==> src/rtl/stx_pkg.sv <==
package stx_pkg;
   localparam int DATA_BITS = 8;
   localparam int FRAME_W   = DATA_BITS + 4;
   localparam int IRQ_N     = 4;
   localparam int IRQ_LVL   = 0;
   localparam int IRQ_LOST  = 1;
   localparam int IRQ_IDLE  = 2;
   localparam int IRQ_CTS   = 3;

   typedef struct packed {
      logic [1:0] word_len;
      logic       par_en;
      logic       par_even;
      logic       two_stop;
   } stx_fmt_t;
endpackage

==> src/rtl/stx_fifo.sv <==
module stx_fifo #(
   parameter int DEPTH = 16,
   parameter int DW    = 8,
   localparam int PTR_W = $clog2(DEPTH),
   localparam int CNT_W = PTR_W + 1
) (
   input  logic             clk,
   input  logic             rst_n,
   input  logic             clr,
   input  logic             push,
   input  logic             pop,
   input  logic [DW-1:0]    din,
   output logic [DW-1:0]    dout,
   output logic [CNT_W-1:0] count,
   output logic             full,
   output logic             empty
);
   generate
      if ((1 << PTR_W) != DEPTH || DEPTH < 2) begin : g_bad_depth
         $error("stx_fifo: DEPTH must be a power of two of at least 2");
      end
   endgenerate

   logic [DW-1:0]    mem_q [DEPTH];
   logic [PTR_W-1:0] wp_q, rp_q;
   logic [CNT_W-1:0] cnt_q;

   always_ff @(posedge clk) begin
      if (push && !clr) mem_q[wp_q] <= din;
   end

   always_ff @(posedge clk) begin
      if (!rst_n || clr) begin
         wp_q  <= '0;
         rp_q  <= '0;
         cnt_q <= '0;
      end else begin
         if (push) wp_q <= wp_q + PTR_W'(1);
         if (pop)  rp_q <= rp_q + PTR_W'(1);
         cnt_q <= cnt_q + CNT_W'(push) - CNT_W'(pop);
      end
   end

   assign dout  = mem_q[rp_q];
   assign count = cnt_q;
   assign full  = (cnt_q == CNT_W'(DEPTH));
   assign empty = (cnt_q == '0);
endmodule

==> src/rtl/stx_shifter.sv <==
module stx_shifter
   import stx_pkg::*;
#(
   localparam int LEN_W = $clog2(FRAME_W + 1)
) (
   input  logic                 clk,
   input  logic                 rst_n,
   input  logic                 load,
   input  logic [DATA_BITS-1:0] din,
   input  stx_fmt_t             fmt,
   input  logic                 bit_tick,
   output logic                 busy,
   output logic                 txd
);
   logic [FRAME_W-1:0]   frame_d, frame_q;
   logic [LEN_W-1:0]     len_d, left_q;
   logic [DATA_BITS-1:0] masked;
   logic                 par_bit;
   logic                 busy_q;
   int                   nbits;

   always_comb begin
      nbits  = 5 + int'(fmt.word_len);
      masked = '0;
      for (int i = 0; i < DATA_BITS; i++) begin
         if (i < nbits) masked[i] = din[i];
      end
      par_bit = (^masked) ^ ~fmt.par_even;
      frame_d = '1;
      frame_d[0] = 1'b0;
      for (int i = 0; i < DATA_BITS; i++) begin
         if (i < nbits) frame_d[i+1] = din[i];
      end
      if (fmt.par_en) frame_d[nbits+1] = par_bit;
      len_d = LEN_W'(2 + nbits + int'(fmt.par_en) + int'(fmt.two_stop));
   end

   always_ff @(posedge clk) begin
      if (!rst_n) begin
         frame_q <= '1;
         left_q  <= '0;
         busy_q  <= 1'b0;
      end else if (load) begin
         frame_q <= frame_d;
         left_q  <= len_d;
         busy_q  <= 1'b1;
      end else if (busy_q && bit_tick) begin
         frame_q <= {1'b1, frame_q[FRAME_W-1:1]};
         left_q  <= left_q - LEN_W'(1);
         if (left_q == LEN_W'(1)) busy_q <= 1'b0;
      end
   end

   assign busy = busy_q;
   assign txd  = busy_q ? frame_q[0] : 1'b1;
endmodule

==> src/rtl/stx_cts_sync.sv <==
module stx_cts_sync #(
   parameter int STAGES = 2
) (
   input  logic clk,
   input  logic rst_n,
   input  logic cts_n,
   output logic changed
);
   logic [STAGES-1:0] sync_q;
   logic              last_q;

   generate
      if (STAGES < 1) begin : g_bad_stages
         $error("stx_cts_sync: STAGES must be at least 1");
      end
      if (STAGES == 1) begin : g_single
         always_ff @(posedge clk) begin
            if (!rst_n) sync_q <= '1;
            else        sync_q <= cts_n;
         end
      end else begin : g_chain
         always_ff @(posedge clk) begin
            if (!rst_n) sync_q <= '1;
            else        sync_q <= {sync_q[STAGES-2:0], cts_n};
         end
      end
   endgenerate

   always_ff @(posedge clk) begin
      if (!rst_n) last_q <= 1'b1;
      else        last_q <= sync_q[STAGES-1];
   end

   assign changed = sync_q[STAGES-1] ^ last_q;
endmodule

==> src/rtl/serial_tx_fifo_irq.sv <==
module serial_tx_fifo_irq
   import stx_pkg::*;
#(
   parameter int FIFO_DEPTH = 16,
   parameter int WORD_W     = 32,
   parameter int CTS_SYNC   = 2,
   localparam int CNT_W     = $clog2(FIFO_DEPTH) + 1
) (
   input  logic              clk,
   input  logic              rst_n,
   input  logic              bit_tick,
   input  logic              tx_enable,
   input  logic [1:0]        cfg_word_len,
   input  logic              cfg_par_en,
   input  logic              cfg_par_even,
   input  logic              cfg_two_stop,
   input  logic              wr_en,
   input  logic [WORD_W-1:0] wr_data,
   input  logic              fifo_clr,
   input  logic              sts_clr,
   input  logic [CNT_W-1:0]  tx_trig,
   input  logic [IRQ_N-1:0]  irq_en,
   input  logic [IRQ_N-1:0]  irq_clr,
   input  logic              cts_n,
   output logic              txd,
   output logic              wr_ready,
   output logic              tx_busy,
   output logic [CNT_W-1:0]  fifo_level,
   output logic [IRQ_N-1:0]  irq_sts,
   output logic              irq
);
   generate
      if (WORD_W < DATA_BITS) begin : g_bad_word
         $error("serial_tx_fifo_irq: WORD_W must be at least 8");
      end
      if (WORD_W > DATA_BITS) begin : g_wide
         logic unused_hi;
         assign unused_hi = ^wr_data[WORD_W-1:DATA_BITS];
      end
   endgenerate

   logic unused_clr;
   assign unused_clr = irq_clr[IRQ_LVL] ^ irq_clr[IRQ_IDLE];

   stx_fmt_t             fmt;
   logic                 fifo_full, fifo_empty, fifo_pop, fifo_push, lost;
   logic [DATA_BITS-1:0] head;
   logic                 sh_busy, cts_chg;
   logic                 lost_q, cts_q;

   assign fmt       = '{word_len: cfg_word_len, par_en: cfg_par_en,
                        par_even: cfg_par_even, two_stop: cfg_two_stop};
   assign fifo_pop  = tx_enable && !sh_busy && !fifo_empty;
   assign fifo_push = wr_en && !fifo_full && !fifo_clr;
   assign lost      = wr_en && fifo_full && !fifo_clr;

   stx_fifo #(.DEPTH(FIFO_DEPTH), .DW(DATA_BITS)) u_fifo (
      .clk   (clk),
      .rst_n (rst_n),
      .clr   (fifo_clr),
      .push  (fifo_push),
      .pop   (fifo_pop),
      .din   (wr_data[DATA_BITS-1:0]),
      .dout  (head),
      .count (fifo_level),
      .full  (fifo_full),
      .empty (fifo_empty)
   );

   stx_shifter u_shift (
      .clk      (clk),
      .rst_n    (rst_n),
      .load     (fifo_pop),
      .din      (head),
      .fmt      (fmt),
      .bit_tick (bit_tick),
      .busy     (sh_busy),
      .txd      (txd)
   );

   stx_cts_sync #(.STAGES(CTS_SYNC)) u_cts (
      .clk     (clk),
      .rst_n   (rst_n),
      .cts_n   (cts_n),
      .changed (cts_chg)
   );

   always_ff @(posedge clk) begin
      if (!rst_n) begin
         lost_q <= 1'b0;
         cts_q  <= 1'b0;
      end else begin
         if (lost)                                lost_q <= 1'b1;
         else if (sts_clr || irq_clr[IRQ_LOST])   lost_q <= 1'b0;
         if (cts_chg)                             cts_q  <= 1'b1;
         else if (irq_clr[IRQ_CTS])               cts_q  <= 1'b0;
      end
   end

   assign wr_ready = !fifo_full;
   assign tx_busy  = sh_busy || !fifo_empty;

   always_comb begin
      irq_sts           = '0;
      irq_sts[IRQ_LVL]  = fifo_level < tx_trig;
      irq_sts[IRQ_LOST] = lost_q;
      irq_sts[IRQ_IDLE] = !tx_busy;
      irq_sts[IRQ_CTS]  = cts_q;
   end

   assign irq = |(irq_sts & irq_en);
endmodule

==> config.mk <==
export PLATFORM = sky130hd
export DESIGN_NAME = serial_tx_fifo_irq
export DESIGN_NICKNAME = d
export VERILOG_FILES = /design/src/rtl/stx_pkg.sv /design/src/rtl/stx_fifo.sv /design/src/rtl/stx_shifter.sv /design/src/rtl/stx_cts_sync.sv /design/src/rtl/serial_tx_fifo_irq.sv
export SDC_FILE = /design/constraint.sdc
export NUM_CORES = 1
export LEC_CHECK = 0
export ABC_AREA = 1
export BUFFER_PORTS_ARGS = -buffer_cell sky130_fd_sc_hd__buf_4
export CAP_MARGIN = 20
export CORE_UTILIZATION = 35
export DETAILED_ROUTE_END_ITERATION = 8
export GPL_ROUTABILITY_DRIVEN = 0
export GPL_TIMING_DRIVEN = 1
export PLACE_DENSITY_LB_ADDON = 0.3
export SKIP_CTS_REPAIR_TIMING = 1
export SYNTH_ARGS = -nofsm -noshare
export SYNTH_HDL_FRONTEND = slang
export SYNTH_SLANG_ARGS = --single-unit
==> constraint.sdc <==
create_clock -name clk -period 4 [get_ports clk]
set_clock_uncertainty 0.1 [all_clocks]
set_input_delay 0.6 -clock clk [delete_from_list [all_inputs] [get_ports clk]]
set_output_delay 0.6 -clock clk [all_outputs]
set_load 0.005 [all_outputs]
# ---- Word level (Yosys, flattened, before mapping)
# Memory sizes are Yosys's and may differ from the RTL's. A register that Yosys moved wholly into a read port is not among the register bits.
# Cells that the tools add are included.
dict set report op_classes {
  n_addsub 10
  n_mul 0
  n_div 0
  order_cmp 11
  n_eq_ne 2
  n_shift 0
  muxes 36
  n_bitwise 4
  reduce_logical 26
}
# cell n
set op_table {}
lappend op_table {{less-than comparator 4 x 32 -> 1 bit (first input constant)} 4}
lappend op_table {{less-than comparator 3 x 32 -> 1 bit (first input constant)} 2}
lappend op_table {{two-way mux 12 bit} 3}
lappend op_table {{adder 32 x 2 -> 32 bit (second input constant)} 1}
lappend op_table {{>= comparator 32 x 1 -> 1 bit (second input constant)} 1}
lappend op_table {{less-than comparator 1 x 32 -> 1 bit (first input constant)} 1}
lappend op_table {{less-than comparator 2 x 32 -> 1 bit (first input constant)} 1}
lappend op_table {{less-than comparator 32 x 6 -> 1 bit (second input constant)} 1}
lappend op_table {{two-way mux 1 bit} 27}
lappend op_table {{two-way mux 4 bit} 4}
lappend op_table {{bitwise mux 12 bit} 1}
lappend op_table {{logical AND 1 bit} 9}
lappend op_table {{adder 4 x 1 -> 4 bit (second input constant)} 2}
lappend op_table {{adder 4 x 2 -> 4 bit} 2}
lappend op_table {{nonzero test 2 bit} 4}
lappend op_table {{XOR reduction 8 bit} 1}
lappend op_table {{zero test 1 bit} 6}
lappend op_table {{adder 5 x 1 -> 5 bit} 1}
lappend op_table {{equality test 5 bit (second input constant)} 1}
lappend op_table {{zero test 5 bit} 1}
lappend op_table {{less-than comparator 5 bit} 1}
lappend op_table {{subtractor 5 x 1 -> 5 bit} 1}
lappend op_table {{adder 3 x 2 -> 4 bit (first input constant)} 1}
lappend op_table {{adder 3 x 4 -> 4 bit (first input constant)} 1}
lappend op_table {{9 further kinds} 12}
dict set report word_totals {
  register_bits 35
  latchBits 0
  mem_bits_rw 128
  rom_bits 0
  in_bits 58
  output_inout_bits 13
  elab_cells 100
  mem_count 1
}
# name words width read_ports rd_ports_with_merged_regs write_ports line_no
set memory_table {}
lappend memory_table {u_fifo.mem_q 16 8 1 1 1 stx_fifo.sv:24} ;# logic [DW-1:0] mem_q [DEPTH];

# ---- Longest topological paths before layout
# Gate-level depths: netlist of run 1.
dict set report logic_depth {
  depth_word 9
  ltp_mapped 21
  ltp_nobuf 19
}

# ---- Modules after synthesis
# Synthesis of run 1 repeated with hierarchy kept, for this count alone.
dict set report unflattened {
  cells_unflattened 949
  area_unflattened_um2 8227.9
}
# module n_inst cells_each area_per_inst_um2 seq_area_each_um2
set modules_own_cells {}
lappend modules_own_cells {stx_fifo 1 638 6386.1 4184.0}
lappend modules_own_cells {stx_shifter 1 250 1476.4 340.3}
lappend modules_own_cells {serial_tx_fifo_irq 1 48 267.8 40.0}
lappend modules_own_cells {stx_cts_sync 1 13 97.6 60.1}

# ---- Worst setup path before layout of run 1
# Ideal clock, no wire load.
dict set report synth_path {
  path_kind {register to register}
  startpoint {register u_fifo.cnt_q[2] (netlist: u_fifo.count[2])}
  endpoint {register u_fifo.cnt_q[4] (netlist: u_fifo.count[4])}
  setup_time_ns 0.078
  arrival_ns 2.454
  required_ns 3.822
  path_slack_ns 1.368
  path_stages_with_launch 18
  n_path_buf 1
  synth_period_minus_slack_ns 2.632
  cell_sequence {dfxtp_1 > inv_1 > ha_1 > inv_1 > nor4_1 > inv_1 > nand2_1 > clkbuf_1 > nor2_1 > inv_1 > nand2_1 > ha_1 > inv_1 > fa_1 > nor2_1 > o21bai_1 > and3_1 > nor3_1}
}
dict set report synth_between {
  elab_chain_len 6
  word_cells_on_any_way 9
  classes_between {add/sub: 2; eq/ne: 1; reduce/logical: 6}
}
# element line_no
set synth_rtl {}
lappend synth_rtl {{start: declaration} stx_fifo.sv:26} ;# logic [CNT_W-1:0] cnt_q;
lappend synth_rtl {{start signal: assignment} stx_fifo.sv:40} ;# cnt_q <= cnt_q + CNT_W'(push) - CNT_W'(pop);
lappend synth_rtl {{equality test 5 bit} stx_fifo.sv:46} ;# assign full = (cnt_q == CNT_W'(DEPTH));
lappend synth_rtl {{zero test 1 bit} serial_tx_fifo_irq.sv:54} ;# assign fifo_push = wr_en && !fifo_full && !fifo_clr;
lappend synth_rtl {{logical AND 1 bit (2 in series)} serial_tx_fifo_irq.sv:54}
lappend synth_rtl {{adder 5 x 1 -> 5 bit} stx_fifo.sv:40}
lappend synth_rtl {{subtractor 5 x 1 -> 5 bit *} stx_fifo.sv:40}
# Every way passes the cells marked *; elsewhere a longest branch is shown, timed or not.
# A chain may end at the register's enable or synchronous reset.

==> results.py, run 1 <==
metrics = {
    "status": {
        "outcome": "complete, no violations",
    },
    "route": {
        "remaining_drc_errors": 0,
        "routed_wirelength_mm": 17.4,
        "dr_total_vias": 5736,
        "route.detailed.wl_per_inst_um": 14.2,
        "drt_pre_antenna_iters": 5,
        "dr_vias_cell": 4.67,
        "detailedRoute.firstIterationViolations": 443,
        "ant_nets": 0,
    },
    "yosys": {
        "synth_enable_flop_cells": 128,
        "synth.avg_cell_area_um2": 9.01,
        "synth-async-reset-ratio": 0,
        "synth-warning-count": 0,
        "synthDistinctLibCells": 38,
        "synth_seq_cells": 167,
        "sequential_area_share_after_synthesis": 0.573,
        "syn-instance-count": 896,
        "syn_nets": 983,
        "dominantRegCellSynth": "edfxtp_1",
        "synth.cell_area_um2": 8070,
    },
    "sta": {
        "fmax_mhz": 347,
        "period_needed_ns": 2.88,
        "final_count_of_pins_violating_max_slew": 0,
        "hold_violation_count_in_the_final_report": 0,
        "rsz0062_at_grt": "false",
        "final_total_negative_setup_slack_ns": 0,
        "worst_pin_slew_ns": 1.02,
        "slew-limit-headroom": 0.317,
        "fraction_of_the_cycle_the_final_worst_path_needs": 0.720,
        "setup_viol": 0,
    },
    "die": {
        "die_area_um2": 23700,
        "rows": 55,
        "die_height_um": 154,
        "fp.coreArea_um2": 22600,
        "die_width_um": 154,
        "initial_core_utilization": 0.356,
        "i_o_pins": 71,
    },
    "power_and_ir_drop": {
        "power.share.clock": 0.325,
        "net-switching-power_uw": 1590,
        "comb_power_share": 0.259,
        "sw_frac": 0.326,
        "p_leak_uw": 0.00399,
        "p_per_area_nw_per_um2": 534,
        "power.sequential.fraction": 0.416,
        "irDropWorstVdd_mv": 0.293,
        "internal-power_uw": 3300,
    },
    "critical_path": {
        "crit_path_start_kind": "flop",
        "path_class": "flop to flop",
        "endpoint_kind": "flop",
        "critPathRequiredTime_ns": 4.22,
        "path_max_fanout": 58,
        "worst_ep_arrival_time_ns": 3.09,
    },
    "clocking": {
        "tritoncts_buffers": 17,
        "clockRootBuffer": "clkbuf_16",
        "clock_sink_count": 167,
        "clk_transition_reported_paths_ns": 0.07,
        "tritoncts": "built",
        "cts-htree-levels": 4,
        "worstSkewPairLatency_ns": 0.43,
        "cts.path.max_buffers": 2,
    },
    "finish": {
        "n_antenna_cell": 0,
        "nNetsFinal": 1016,
        "drive_gt1_frac": 0.101,
        "finish.utilization": 0.404,
        "synthesis_to_finish_area_growth_pct": 13.5,
    },
    "worst_hold_path": {
        "hp-class": "primary input to flop",
    },
    "grt": {
        "grt_use_total": 0.157,
        "grt_antenna_before_repair": 0,
        "grt_pass1_wl_mm": 28.3,
        "gr_overflow_total": 0,
        "largest_net_degree_at_the_start_of_global_routing": 59,
        "grt_pass1_vias": 5442,
    },
    "placed_design": {
        "post-dp-hpwl_mm": 11.1,
        "placement.io_buffers": 44,
    },
    "run": {
        "cap_viol_max_count": 0,
    },
}
## through the flow
step | power, µW | instance area, µm² | instances | setup WS (ns) | hold slack [ns]
finish | 4890 | 9160 | 1227 | 1.12 | 0.252
CTS | 4920 | 9160 | 1227 | 1.13 | 0.241
floorplan | 3000 | 8070 | 896 | 1.37 | 0.293
global route | 5210 | 9160 | 1227 | 0.881 | 0.240
detailed placement | 3350 | 8590 | 1195 | 1.15 | 0.298
global placement | 3330 | 8590 | 1195 | 1.18 | 0.295
## worst paths after layout
path	startpoint	endpoint	slack (ns)	depth (start not counted)
worst max-delay path	flop	u_shift.frame_q[8]	1.12	17
worst min-delay path	cts_n	u_cts.sync_q[0]	0.25	2
worst max register to register	flop	u_shift.frame_q[8]	1.12	17
worst min register to register	u_cts.sync_q[0]	u_cts.sync_q[1]	0.31	1
## per-layer routing
metal  global-route usage  wire length, µm  up-vias  share of wire
met4               0.0681              411        0          0.024
met1                0.198             7920     2666           0.46
met5                    0                0        -              0
met2                0.265             8370       96           0.48
li1                     -                -     2948              -
met3               0.0271              702       26          0.040
## cell type report
type | count | area (µm²)
Clock buffer | 18 | 429
Clock inverter | 14 | 136
Fill cell | 2162 | 13500
Inverter | 134 | 505
Multi-Input combinational cell | 560 | 2740
Sequential cell | 167 | 4630
Tap cell | 285 | 357
Timing Repair Buffer | 49 | 368
## critical path, cell delays in order, from the launching register on
cell and delay (ns):
dfxtp_2 0.61, inv_4 0.34, nand2_1 0.15, nand3_1 0.08
nand3_1 0.15, nand3_1 0.23, nand2_1 0.18, nand2_1 0.08
nand2_1 0.06, nand2_1 0.06, nand3_1 0.15, nand2_2 0.09
nand2_4 0.10, nand2_2 0.10, nand2_1 0.07, nand2_1 0.06
nand2_1 0.06, nand3_1 0.06
## synthesized netlist by cell type, drive strengths merged (2+ instances only)
cell type / n / area (µm²)
nand2: 277 / 1050
inv: 133 / 502
edfxtp: 128 / 3840
nand3: 95 / 488
nor2: 66 / 248
dfxtp: 39 / 781
ha: 27 / 338
o21ai: 26 / 130
buf: 25 / 165
a21oi: 20 / 108
clkbuf: 10 / 37.5
nor3: 8 / 40.0
xor2: 7 / 61.3
nor3b: 5 / 37.5
o211ai: 5 / 37.5
or2: 5 / 31.3
a211oi: 3 / 22.5
nor4: 3 / 18.8
a22oi: 2 / 15.0
fa: 2 / 40.0
o21a: 2 / 15.0
o21bai: 2 / 15.0
o31ai: 2 / 15.0
## registers in the layout, summed over array words and instances (netlist names), named ones only
name	count
u_fifo.rp_q	4
u_fifo.count	5
u_shift.frame_q	12
u_fifo.wp_q	4
lost_q	1
u_fifo.mem_q	128
u_shift.left_q	4
cts_q	1
u_cts.last_q	1
u_shift.busy	1
u_cts.sync_q	2
## power by group through the flow
stage | combinational (µW) | clock, µW | sequential [µW]
after floorplan | 962 | 0 | 2040
after global placement | 1260 | 0 | 2070
after detailed placement | 1280 | 0 | 2070
after CTS | 1280 | 1610 | 2030
after global routing | 1480 | 1670 | 2050
final | 1270 | 1590 | 2030
## kinds of logic (layout without fill, tap and decap cells)
group                    Yosys count  after routing  synth area share
AO/OA/AOI/OAI                     62             62            0.0443
XOR/XNOR                           8              8           0.00868
adder cells (fa/ha/maj)           29             29            0.0468
buffers and inverters            169            215            0.0878
flip-flops                       167            167             0.573
AND/OR/NAND/NOR                  461            461             0.239
## layout by cell type, fill, tap and decap left out, drive strengths merged, types with 3 or more instances in the layout
| cell | n |
|---|---|
| or2 | 5 |
| nand3 | 95 |
| nor3 | 8 |
| o211ai | 5 |
| o21ai | 26 |
| a211oi | 3 |
| ha | 27 |
| clkbuf | 18 |
| dfxtp | 39 |
| clkinv | 6 |
| nor3b | 5 |
| nand2 | 277 |
| nor4 | 3 |
| inv | 141 |
| nor2 | 66 |
| buf | 49 |
| xor2 | 7 |
| edfxtp | 128 |
| a21oi | 20 |
Note: power is estimated with default switching activity, not from simulation.
==> run 2: changes to the inputs <==
clock period = 2.8 ns   (was 4 ns; I/O delays follow)
==> run 2 against run 1 <==
Against the previous run: combinational power increased by 50%; non-clock buffer count increased by 11; design area increased by 1.3%; global-route usage decreased by 0.12 points; power increased by 43%; final cell count increased by 0.90%; register-to-register slack got worse by 0.83 ns; worst hold slack got worse by 0.17 ns; via count increased by 0.14%; critical endpoint is now u_shift.frame_q[7].
==> results.py, run 2 (synthesis gave the netlist of run 1 again) <==
metrics = {
    "status": {
        "outcome": "complete, no violations",
    },
    "grt": {
        "grt_pass1_wl_mm": 28.5,
        "grt_pass1_vias": 5519,
        "largest_net_degree_at_the_start_of_global_routing": 61,
        "grt_use_total": 0.156,
        "gr_overflow_total": 0,
        "grt_antenna_before_repair": 0,
    },
    "sta": {
        "final_count_of_pins_violating_max_slew": 0,
        "layout_setup_ws_ns": 0.286,
        "period_needed_ns": 2.51,
        "hold_violation_count_in_the_final_report": 0,
        "fmax_mhz": 398,
        "worst_pin_slew_ns": 0.964,
        "rsz0062_at_grt": "false",
        "fraction_of_the_cycle_the_final_worst_path_needs": 0.898,
        "final_total_negative_setup_slack_ns": 0,
        "setup_viol": 0,
        "slew-limit-headroom": 0.355,
    },
    "finish": {
        "nNetsFinal": 1027,
        "drive_gt1_frac": 0.112,
        "largest_register_ff_count": 128,
        "layout_commonest_cell": "nand2_1",
        "n_antenna_cell": 0,
        "synthesis_to_finish_area_growth_pct": 15.0,
        "max_flop_register": "u_fifo.mem_q",
        "mostFrequentLayoutCells": "nand2_1 (273), inv_1 (130), edfxtp_1 (128), nand3_1 (94), nor2_1 (66)",
    },
    "route": {
        "route.detailed.wl_per_inst_um": 14.0,
        "drt_pre_antenna_iters": 4,
        "remaining_drc_errors": 0,
        "dr_total_vias": 5744,
        "ant_nets": 0,
        "detailedRoute.firstIterationViolations": 397,
        "routed_wirelength_mm": 17.3,
        "dr_vias_cell": 4.64,
    },
    "critical_path": {
        "critPathRequiredTime_ns": 3.01,
        "endpoint_kind": "flop",
        "critical_path.slowest_cell": "dfxtp_2",
        "path_max_fanout": 60,
        "cp_slowest_stage_delay_ns": 0.39,
        "crit_path_cells": "buf_12 -> nand2_1 -> nand2_1 -> nand2_1 -> nand3_1 -> nand3_1 -> nand2_1 -> nand2_1 -> nand2_1 -> nand2_1 -> nand3_1 -> nand2_2 -> nand2_4 -> nand2_2 -> nand2_1 -> nand2_1 -> nand2_1 -> nand3_1",
        "worst_ep_arrival_time_ns": 2.72,
        "path_class": "flop to flop",
        "cpMostUsedCell": "nand2_1",
        "crit_path_start_kind": "flop",
    },
    "power_and_ir_drop": {
        "p_leak_uw": 0.00405,
        "p_per_area_nw_per_um2": 756,
        "irDropWorstVdd_mv": 0.532,
    },
    "die": {
        "initial_core_utilization": 0.356,
        "i_o_pins": 71,
        "fp.coreArea_um2": 22600,
        "rows": 55,
        "die_height_um": 154,
        "die_area_um2": 23700,
        "die_width_um": 154,
    },
    "placed_design": {
        "placement.io_buffers": 44,
        "dpl_worst_slack_ns": 0.278,
        "post-dp-hpwl_mm": 11.4,
    },
    "clocking": {
        "cts.path.max_buffers": 2,
        "tritoncts": "built",
        "clockRootBuffer": "clkbuf_16",
        "clock_sink_count": 167,
        "worstSkewPairLatency_ns": 0.42,
        "tritoncts_buffers": 17,
        "clk_transition_reported_paths_ns": 0.07,
        "cts-htree-levels": 4,
    },
    "run": {
        "cap_viol_max_count": 0,
    },
    "worst_hold_path": {
        "hp-class": "primary input to flop",
    },
}
## run 2: path summary, 6_finish.rpt
kind | from | endpoint | slack [ns] | cells past startpoint
worst min-delay path | cts_n | u_cts.sync_q[0] | 0.08 | 2
worst max register to register | flop | u_shift.frame_q[7] | 0.29 | 18
worst max-delay path | flop | u_shift.frame_q[7] | 0.29 | 18
worst min register to register | u_cts.sync_q[0] | u_cts.sync_q[1] | 0.32 | 1
## run 2: stage by stage
stage / instance area, µm² / hold WS (ns) / instances / util / power (µW)
after global placement: 8710 / 0.297 / 1206 / 0.385 / 4820
after global routing: 9280 / 0.0792 / 1238 / 0.410 / 7470
after floorplan: 8070 / 0.293 / 896 / - / 4290
after detailed placement: 8710 / 0.307 / 1206 / 0.385 / 4860
after CTS: 9280 / 0.0612 / 1238 / 0.410 / 7070
final: 9280 / 0.0828 / 1238 / 0.410 / 7010
## run 2: power breakdown
| part | internal, µW | total (µW) | switching (µW) |
|---|---|---|---|
| sequential | 2790 | 2880 | 89.4 |
| combinational | 728 | 1910 | 1180 |
| clock | 1180 | 2230 | 1050 |
## run 2: worst max-delay path, delay by kind of cell, from the launching register on
| kind | cells | cell delay [ns] |
|---|---|---|
| DFF | 1 | 0.39 |
| and+or+nand+nor | 17 | 1.59 |
| buffers and inverters | 1 | 0.28 |
## run 2: area by class of cell
class	count	area [µm²]
fillers	2144	13400
inverters	134	505
flip-flops and latches	167	4630
clock inverters	15	138
well taps	285	357
multi-input cells	560	2740
clock buffers	17	425
repair buffers	60	488
## run 2: routing by layer
metal / up-vias / routed length, µm / GRT usage
li1: 2963 / - / -
met1: 2674 / 7860 / 0.200
met2: 93 / 8680 / 0.266
met3: 14 / 584 / 0.0231
met4: 0 / 214 / 0.0576
met5: - / 0 / 0
